`config.mk`:
```
export PLATFORM = sky130hd
export DESIGN_NAME = rbh_recorder
export DESIGN_NICKNAME = d
export VERILOG_FILES = /design/src/rtl/rbh_pkg.sv /design/src/rtl/rbh_trigger.sv /design/src/rtl/rbh_hint_fifo.sv /design/src/rtl/rbh_recorder.sv
export SDC_FILE = /design/constraint.sdc
export NUM_CORES = 1
export LEC_CHECK = 0
export ABC_AREA = 1
export BUFFER_PORTS_ARGS = -buffer_cell sky130_fd_sc_hd__buf_2
export CORE_MARGIN = 5
export CORE_UTILIZATION = 56
export DETAILED_ROUTE_END_ITERATION = 10
export PLACE_DENSITY = 0.89
export SYNTH_ARGS = -nofsm -noshare
export SYNTH_HDL_FRONTEND = slang
export SYNTH_SLANG_ARGS = --single-unit
```
`constraint.sdc`:
```
create_clock -name clk -period 3 [get_ports clk]
set_clock_uncertainty 0.2 [all_clocks]
set_input_delay 0.3 -clock clk [delete_from_list [all_inputs] [get_ports clk]]
set_output_delay 0.3 -clock clk [all_outputs]
set_load 0.005 [all_outputs]
```
`src/rtl/rbh_pkg.sv`:
```
package rbh_pkg;
    parameter int SEQ_W = 16;
    parameter int OPS_W = 32;

    typedef struct packed {
        logic [2:0]       cause;
        logic [SEQ_W-1:0] seq;
        logic [OPS_W-1:0] ops;
    } hint_rec_t;

    localparam int REC_W = $bits(hint_rec_t);
endpackage

```
`src/rtl/rbh_trigger.sv`:
```
module rbh_trigger #(
    parameter int PER_W = 16,
    parameter int DG_W  = 8
) (
    input  logic             clk,
    input  logic             rst_n,
    input  logic             enable,
    input  logic [1:0]       cfg_mode,
    input  logic [PER_W-1:0] cfg_period,
    input  logic [DG_W-1:0]  cfg_dg_limit,
    input  logic             downgrade_req,
    input  logic             peer_boundary,
    output logic             fire,
    output logic             local_fire,
    output logic [2:0]       cause
);
    localparam logic [PER_W-1:0] PER_ONE = PER_W'(1);
    localparam logic [DG_W-1:0]  DG_ONE  = DG_W'(1);

    typedef struct packed {
        logic [1:0]       mode;
        logic [PER_W-1:0] period;
        logic [DG_W-1:0]  limit;
        logic [PER_W-1:0] cyc;
        logic [DG_W-1:0]  dg;
    } trig_st_t;

    trig_st_t st_d, st_q;
    logic cyc_on, dg_on, cyc_hit, dg_hit;

    always_comb begin
        st_d    = st_q;
        cyc_hit = 1'b0;
        dg_hit  = 1'b0;
        cyc_on  = st_q.mode[0] && (st_q.period != '0);
        dg_on   = st_q.mode[1] && (st_q.limit != '0);
        if (!enable) begin
            st_d.mode   = cfg_mode;
            st_d.period = cfg_period;
            st_d.limit  = cfg_dg_limit;
            st_d.cyc    = '0;
            st_d.dg     = '0;
        end else begin
            cyc_hit = cyc_on && (st_q.cyc == st_q.period - PER_ONE);
            dg_hit  = dg_on && downgrade_req && (st_q.dg == st_q.limit - DG_ONE);
            if (cyc_hit || dg_hit || peer_boundary) begin
                st_d.cyc = '0;
                st_d.dg  = '0;
            end else begin
                if (cyc_on) st_d.cyc = st_q.cyc + PER_ONE;
                if (dg_on && downgrade_req) st_d.dg = st_q.dg + DG_ONE;
            end
        end
    end

    always_ff @(posedge clk or negedge rst_n) begin
        if (!rst_n) st_q <= '0;
        else        st_q <= st_d;
    end

    assign cause      = {enable && peer_boundary, dg_hit, cyc_hit};
    assign fire       = |cause;
    assign local_fire = cyc_hit || dg_hit;

    // the cycle counter never passes its period while running
    p_cyc_bound_r2: assert property (@(posedge clk) disable iff (!rst_n)
        (enable && cyc_on) |-> (st_q.cyc < st_q.period));

    // the downgrade counter stays below its limit
    p_dg_bound_r3: assert property (@(posedge clk) disable iff (!rst_n)
        (enable && dg_on) |-> (st_q.dg < st_q.limit));

    // held settings do not move while running
    p_cfg_frozen_r8: assert property (@(posedge clk) disable iff (!rst_n)
        $past(enable) |-> ($stable(st_q.period) && $stable(st_q.limit) && $stable(st_q.mode)));
endmodule

```
`src/rtl/rbh_hint_fifo.sv`:
```
module rbh_hint_fifo #(
    parameter int DEPTH = 4,
    parameter int W     = 8
) (
    input  logic         clk,
    input  logic         rst_n,
    input  logic         push,
    input  logic [W-1:0] din,
    input  logic         pop,
    output logic [W-1:0] dout,
    output logic         empty,
    output logic         full
);
    localparam int PTR_W = (DEPTH > 1) ? $clog2(DEPTH) : 1;
    localparam int CNT_W = $clog2(DEPTH + 1);
    localparam logic [PTR_W-1:0] PTR_ONE = PTR_W'(1);
    localparam logic [CNT_W-1:0] CNT_ONE = CNT_W'(1);
    localparam logic [CNT_W-1:0] CNT_MAX = CNT_W'(DEPTH);

    typedef struct packed {
        logic [DEPTH-1:0][W-1:0] mem;
        logic [PTR_W-1:0]        wr;
        logic [PTR_W-1:0]        rd;
        logic [CNT_W-1:0]        cnt;
    } fifo_st_t;

    fifo_st_t st_d, st_q;
    logic do_push, do_pop;

    assign empty = (st_q.cnt == '0);
    assign full  = (st_q.cnt == CNT_MAX);
    assign dout  = st_q.mem[st_q.rd];

    always_comb begin
        st_d    = st_q;
        do_pop  = pop && !empty;
        do_push = push && (!full || do_pop);
        if (do_push) begin
            st_d.mem[st_q.wr] = din;
            st_d.wr = (st_q.wr == PTR_W'(DEPTH - 1)) ? '0 : st_q.wr + PTR_ONE;
        end
        if (do_pop) begin
            st_d.rd = (st_q.rd == PTR_W'(DEPTH - 1)) ? '0 : st_q.rd + PTR_ONE;
        end
        if (do_push && !do_pop)      st_d.cnt = st_q.cnt + CNT_ONE;
        else if (do_pop && !do_push) st_d.cnt = st_q.cnt - CNT_ONE;
    end

    always_ff @(posedge clk or negedge rst_n) begin
        if (!rst_n) st_q <= '0;
        else        st_q <= st_d;
    end

    // a record is never lost to a full queue
    p_no_overflow_r9: assert property (@(posedge clk) disable iff (!rst_n)
        (push && full) |-> pop);
endmodule

```
`src/rtl/rbh_recorder.sv`:
```
module rbh_recorder
    import rbh_pkg::*;
#(
    parameter int PER_W      = 16,
    parameter int DG_W       = 8,
    parameter int FIFO_DEPTH = 4
) (
    input  logic             clk,
    input  logic             rst_n,
    input  logic             enable,
    input  logic [1:0]       cfg_mode,
    input  logic [PER_W-1:0] cfg_period,
    input  logic [DG_W-1:0]  cfg_dg_limit,
    input  logic             memop_retire,
    input  logic             downgrade_req,
    input  logic             peer_boundary,
    output logic             boundary_pulse,
    output logic             hint_valid,
    input  logic             hint_ready,
    output logic [SEQ_W-1:0] hint_seq,
    output logic [OPS_W-1:0] hint_ops,
    output logic [2:0]       hint_cause
);
    localparam logic [SEQ_W-1:0] SEQ_ONE = SEQ_W'(1);

    typedef struct packed {
        logic [OPS_W-1:0] ops;
        logic [SEQ_W-1:0] seq;
        logic             pulse;
    } rec_st_t;

    rec_st_t st_d, st_q;
    logic fire, local_fire, fifo_empty, fifo_full, pop;
    logic [2:0] cause;
    logic [OPS_W-1:0] ops_now;
    hint_rec_t rec_in, rec_out;

    rbh_trigger #(.PER_W(PER_W), .DG_W(DG_W)) trig_i (
        .clk          (clk),
        .rst_n        (rst_n),
        .enable       (enable),
        .cfg_mode     (cfg_mode),
        .cfg_period   (cfg_period),
        .cfg_dg_limit (cfg_dg_limit),
        .downgrade_req(downgrade_req),
        .peer_boundary(peer_boundary),
        .fire         (fire),
        .local_fire   (local_fire),
        .cause        (cause)
    );

    assign ops_now = st_q.ops + {{(OPS_W-1){1'b0}}, memop_retire};
    assign rec_in  = '{cause: cause, seq: st_q.seq, ops: ops_now};

    always_comb begin
        st_d = st_q;
        if (!enable) begin
            st_d.ops   = '0;
            st_d.seq   = '0;
            st_d.pulse = 1'b0;
        end else begin
            st_d.ops   = ops_now;
            st_d.pulse = local_fire;
            if (fire) st_d.seq = st_q.seq + SEQ_ONE;
        end
    end

    always_ff @(posedge clk or negedge rst_n) begin
        if (!rst_n) st_q <= '0;
        else        st_q <= st_d;
    end

    assign pop = hint_valid && hint_ready;

    rbh_hint_fifo #(.DEPTH(FIFO_DEPTH), .W(REC_W)) fifo_i (
        .clk  (clk),
        .rst_n(rst_n),
        .push (fire),
        .din  (rec_in),
        .pop  (pop),
        .dout (rec_out),
        .empty(fifo_empty),
        .full (fifo_full)
    );

    assign hint_valid     = !fifo_empty;
    assign hint_seq       = rec_out.seq;
    assign hint_ops       = rec_out.ops;
    assign hint_cause     = rec_out.cause;
    assign boundary_pulse = st_q.pulse;

    // each boundary advances the region number by one
    p_seq_step_r6: assert property (@(posedge clk) disable iff (!rst_n)
        fire |=> (st_q.seq == $past(st_q.seq) + SEQ_ONE));

    // a boundary caused only by a peer is not echoed
    p_peer_silent_r5: assert property (@(posedge clk) disable iff (!rst_n)
        (fire && cause == 3'b100) |=> !boundary_pulse);

    // an offered record holds until taken
    p_hold_r9: assert property (@(posedge clk) disable iff (!rst_n)
        (hint_valid && !hint_ready) |=>
            (hint_valid && $stable(hint_seq) && $stable(hint_ops) && $stable(hint_cause)));

    // nothing is offered straight out of reset
    p_reset_quiet_r1: assert property (@(posedge clk) disable iff (!rst_n)
        $rose(rst_n) |-> !boundary_pulse);
endmodule

```
Yosys cells after proc, flatten, opt, wreduce, memory -nomap -nowiden
Cells that the tools add are included.
{"block": "totals", "register_bits": 310, "latchBits": 0, "mem_bits_rw": 0, "romBits": 0, "out_inout_bits": 53, "mem_count": 0}
{"block": "classes", "n_addsub": 10, "n_mul": 0, "div": 0, "order_cmp": 3, "eq_ne": 8, "shifts": 0, "n_mux": 17, "bitwise": 0, "reduce_logical": 25}
{"cell": "$bwmux 204", "n": 1}
{"cell": "$bmux 51 s2", "n": 1}
{"cell": "$demux 51 s2", "n": 1}
{"cell": "$mux 51", "n": 2}
{"cell": "$mux 49", "n": 1}
{"cell": "$mux 24", "n": 2}
{"cell": "$add 16x1->16 const B", "n": 2}
{"cell": "$add 32x1->32", "n": 1}
{"cell": "$mux 16", "n": 2}
{"cell": "$eq 16x16->1", "n": 1}
{"cell": "$reduce_bool 16->1", "n": 1}
{"cell": "$sub 16x1->16 const B", "n": 1}
{"cell": "$logic_and 1x1->1", "n": 12}
{"cell": "$add 8x1->8 const B", "n": 1}
{"cell": "$eq 8x8->1", "n": 1}
{"cell": "$mux 8", "n": 1}
{"cell": "$reduce_bool 8->1", "n": 1}
{"cell": "$sub 8x1->8 const B", "n": 1}
{"cell": "$lt 2x3->1 const B", "n": 2}
{"cell": "$mux 3", "n": 2}
{"cell": "$ne 3x1->1 const B", "n": 2}
{"cell": "$add 2x1->2 const B", "n": 2}
{"cell": "$eq 2x2->1 const B", "n": 2}
{"cell": "$logic_not 1->1", "n": 4}
{"cell": "other kinds (11)", "n": 16}

Logic depth before layout (Yosys ltp)
{"block": "depth", "ltp_word": 11, "ltp_mapped": 23}

Modules after synthesis
From an unflattened synthesis, not the netlist that was laid out.
{"block": "unflattened", "hier_cells": 2177, "area_unflattened_um2": 16674.7}
{"module": "rbh_hint_fifo", "n_inst": 1, "cells_each": 1249, "area_each_um2": 10248.6, "seq_area_each_um2": 5280.1}
{"module": "rbh_trigger", "n_inst": 1, "cells_each": 518, "area_each_um2": 3468.3, "seq_area_each_um2": 1251.2}
{"module": "rbh_recorder", "n_inst": 1, "cells_each": 410, "area_each_um2": 2957.8, "seq_area_each_um2": 1226.2}

Worst setup path before layout
OpenSTA, ideal clock, no wires.
{"block": "synth_timing", "path_kind": "reg2reg", "from": "register trig_i.st_q[32] (netlist name)", "to": "register fifo_i.st_q[2] (netlist name)", "setup_time_ns": 0.131, "arrival_ns": 2.890, "setup_slack_ns": -0.220, "stages_incl_launch_ff": 22, "n_path_buf": 1, "period_less_slack_ns": 3.220, "path_cell_list": "dfrtp_1 > inv_1 > ha_1 > nand2_2 > nor2_2 > nand2_1 > nand3_1 > nand2_1 > nor2_1 > nand2_1 > nor2_1 > nand3_1 > nand3_2 > buf_4 > nand2_1 > inv_1 > ha_1 > inv_1 > fa_1 > a21oi_1 > o21ai_0 > xor2_1"}
{"block": "synth_between", "elab_chain_cells": 9, "elab_cells_between_ends": 13, "classes_between": "1 x add/sub; 1 x eq/ne; 2 x mux; 9 x reduce/logical"}
{"element": "start: declaration", "line": "rbh_trigger.sv:28", "rtl": "trig_st_t st_d, st_q;"}
{"element": "start signal: assignment", "line": "rbh_trigger.sv:58", "rtl": "else st_q <= st_d;"}
{"element": "$sub 16x1->16 or $reduce_bool 16->1 (tied branches)", "line": "rbh_trigger.sv:44, rbh_trigger.sv:35"}
{"element": "$eq 16x16->1 or $logic_and 1x1->1 (tied branches)", "line": "rbh_trigger.sv:44, rbh_trigger.sv:35"}
{"element": "$logic_and 1x1->1 (*)", "line": "rbh_trigger.sv:44", "rtl": "cyc_hit = cyc_on && (st_q.cyc == st_q.period - PER_ONE);"}
{"element": "$mux 1 (*)", "line": "rbh_trigger.sv:37", "rtl": "if (!enable) begin"}
{"element": "$reduce_or 3->1 (*)", "line": "rbh_trigger.sv:62", "rtl": "assign fire = |cause;"}
{"element": "$logic_and 1x1->1 (*)", "line": "rbh_hint_fifo.sv:37", "rtl": "do_push = push && (!full || do_pop);"}
{"element": "named net fifo_i.do_push", "line": "rbh_hint_fifo.sv:28", "rtl": "logic do_push, do_pop;"}
{"element": "$logic_not 1->1", "line": "rbh_hint_fifo.sv:46", "rtl": "else if (do_pop && !do_push) st_d.cnt = st_q.cnt - CNT_ONE;"}
{"element": "$logic_and 1x1->1", "line": "rbh_hint_fifo.sv:46"}
{"element": "$reduce_bool 2->1 (no source line)"}
{"element": "end signal: assignment", "line": "rbh_hint_fifo.sv:51", "rtl": "else st_q <= st_d;"}
{"element": "end: declaration", "line": "rbh_hint_fifo.sv:27", "rtl": "fifo_st_t st_d, st_q;"}
Mark *: on every way through the listed nets, which the timed path passes. The rest lies on a longest branch.
A chain may end at the register's enable or synchronous reset.

Final worst setup path
Ends and elaborated chain as after synthesis.

==> results.txt <==
Avg WL per Cell - 18.3 um
Placed Cells - 2540
Hold Vio Cnt, Final - 0
Antenna Nets Post-Route - 0
fraction of registers with async set/reset - 1.00
CP startpoint kind - register
Sequential Area - 7760 um^2
Leakage - 9.88 nW
Cell variety after synth - 35
post-synthesis sequential area ratio - 0.470
DIE AREA - 33000 um^2
Hold Path Class - in2reg
Sink Count - 310
Syn-to-layout area delta - 16.7%
RePlAce Congestion - 0.958
post-synthesis register bit count - 310
simple logic cell fraction of the synthesized area - 0.340
fmax - 0.334 GHz
vias in the first global route - 16100
hold path cells - 4
mapped cell area - 16500 um^2
post-route insts no fill - 2656
area of the multi-input gates - 7640 um^2
routed vias - 16200
CP endpoint kind - register
relative slew slack - 0.449
Pre-Repair DR Iteration Count - 6
number of synthesis warnings - 0
Die Wd - 182 um
Net Count, Synth - 2195
Starting DRT DRC Count - 1939
CTS Buffer Depth - 3
most frequent cells after synthesis - 658 x nand2_1, 310 x dfrtp_1, 245 x nor2_1
Pwr Total - 13.7 mW
RSZ-0062 raised after global routing - yes
Power Density - 710 nW/um^2
post-synth top area share - 0.470
Buffers on Ports - 85
Crit Path Max Fanout - 5
largest net degree at the start of global routing - 177
Final period util - 0.997
HPWL after DPL - 27.7 mm
Avg Vias per Cell - 6.10
CTS tree - yes
Pins Over Slew Limit - 0
MaxCap Viol Count - 0
share of post-route cells with drive strength above 1 - 0.125
H-tree depth - 2
Die Height - 182 um
largest family of logic cells by synthesized area - simple AND/OR/NAND/NOR gates
Hold WS - 0.0341 ns
io pins - 86
first-pass GRT wire length - 79.0 mm
top_reg_cell synth - dfrtp_1
most common cell in the synthesized netlist - nand2_1
Worst-Margin Slew - 0.827 ns
Setup-failing EPs final - 0
clk root buf - clkbuf_16
WP data arrival - 3.21 ns
initial antenna violation count - 1
EDFF count, synth - 0
aggregate global-route resource usage - 0.285
final core occ - 0.665
Worst Reg2Reg Path Length in Cells - 19
TNS Setup - 0 ns
Congestion Overflow GR - 0
syn avg cell area - 7.69 um^2
critical path class - reg2reg
cell taking the most area after synthesis - dfrtp_1
final wirelength - 48.6 mm
CP required - 3.22 ns
synth top area cells - dfrtp_1 47%, nand2_1 15%, nand4_1 8.8%
crit path time final - 2.99 ns
CTS buffer count - 34
NumNets Final - 2293
r2r setup slk - 0.009 ns
clock-pin slew on the worst setup and hold paths - 0.07 ns
worst IR drop on VDD - 0.619 mV
Core Box Area - 28900 um^2
status - complete, no violations
post-synthesis mux area share - 0.000682
row count - 62
XOR/XNOR share of the synthesized area - 0.0303
DR DRC count - 0
clock insertion delay at the later pin of the skew report - 0.54 ns
FILL cells - 2201
compound-cell area share of the yosys netlist - 0.0704
Synth Area in Adders - 0.0118
cell count after synthesis - 2147
Initial Util - 0.570
critical path, cell delays in order (launching register included):
cell	delay (ns)
dfrtp_1	0.38
inv_2	0.10
ha_4	0.18
nand2_4	0.08
nor2_4	0.17
buf_4	0.13
nand3b_1	0.09
nand2_1	0.10
nand3_1	0.11
nor2_2	0.14
nand3_2	0.12
nand3_4	0.08
nand2_2	0.07
inv_2	0.08
ha_4	0.14
inv_4	0.03
fa_2	0.34
a21oi_2	0.12
o21ai_1	0.08
xor2_1	0.14
power by group:
| group | total, mW | leakage, nW | internal, mW | switching, mW |
|---|---|---|---|---|
| sequential | 4.63 | 4.24 | 4.44 | 0.199 |
| combinational | 4.70 | 5.07 | 1.52 | 3.18 |
| clock | 4.33 | 0.566 | 2.54 | 1.79 |
| total | 13.7 | 9.88 | 8.49 | 5.17 |
layout make-up:
type                            count  area share
Clock buffer                       47      0.0504
Antenna cell                        1    0.000130
Clock inverter                     15     0.00890
Sequential cell                   310       0.403
Tap cell                          384      0.0250
Multi-Input combinational cell   1555       0.397
Inverter                          140      0.0274
Timing Repair Buffer              204      0.0884
registers in the layout, indices dropped and copies added (netlist names):
register        cells
boundary_pulse      1
fifo_i.st_q       211
trig_i.st_q        50
st_q               32
rec_in             16
cell usage in the layout (no fill, tap or decap), types with 6 or more instances in the layout:
| cell type | instances |
|---|---|
| nand2_1 | 653 |
| a21oi_1 | 9 |
| ha_1 | 7 |
| buf_2 | 84 |
| o22ai_1 | 51 |
| clkbuf_1 | 6 |
| xnor2_1 | 9 |
| dlygate4sd3_1 | 38 |
| nor2_1 | 235 |
| nor2_2 | 11 |
| nand4_1 | 233 |
| inv_2 | 7 |
| clkinv_2 | 8 |
| nor3_1 | 27 |
| xor2_1 | 48 |
| o21ai_0 | 150 |
| inv_1 | 131 |
| nand3b_1 | 7 |
| clkbuf_16 | 35 |
| dfrtp_1 | 307 |
| clkbuf_8 | 7 |
| nand3_1 | 56 |
| nor4_1 | 8 |
| buf_4 | 59 |
| buf_12 | 19 |
routing by layer:
| metal | track usage | up-vias | part of all wire |
|---|---|---|---|
| met5 | 0 | - | 0 |
| met1 | 0.355 | 7712 | 0.38 |
| met4 | 0.145 | 0 | 0.044 |
| met3 | 0.0506 | 216 | 0.091 |
| li1 | - | 7318 | - |
| met2 | 0.477 | 951 | 0.48 |
what timing repair did:
| item | in CTS | in global routing |
|---|---|---|
| pin swaps | 8 | 10 |
| hold endpoints to repair | 100 | 0 |
| setup endpoints to repair | 70 | 208 |
| gates cloned | 0 | 1 |
| buffers inserted | 2 | 12 |
| gates resized for setup | 13 | 26 |
| hold buffers | 38 | 0 |
path summary, 6_finish.rpt:
check,start,endpoint
worst max register to register,trig_i.st_q[32],fifo_i.st_q[2]
min in group asynchronous,rst_n,trig_i.st_q[23]
worst min register to register,fifo_i.st_q[93],fifo_i.st_q[93]
worst max-delay path,trig_i.st_q[32],fifo_i.st_q[2]
worst min-delay path,memop_retire,st_q[17]
max in group asynchronous,rst_n,fifo_i.st_q[116]
kinds of logic (layout without fill, tap and decap cells):
| group | count (synthesis) | count (layout) |
|---|---|---|
| AND/OR/NAND/NOR | 1264 | 1264 |
| AO/OA/AOI/OAI | 218 | 218 |
| buffers and inverters | 282 | 406 |
| XOR/XNOR | 57 | 57 |
| other | 0 | 1 |
| flip-flops | 310 | 310 |
| adder cells (fa/ha/maj) | 15 | 15 |
| multiplexers | 1 | 1 |
metrics by stage:
step | cell area (um^2) | setup WS [ns]
2_1_floorplan | 16500 | -0.00279
3_3_place_gp | 17500 | -0.0386
3_5_place_dp | 17500 | -0.127
4_1_cts | 19100 | 0.00642
5_1_grt | 19300 | -0.175
6_report | 19300 | 0.00879
(Power assumes the default switching activity.)
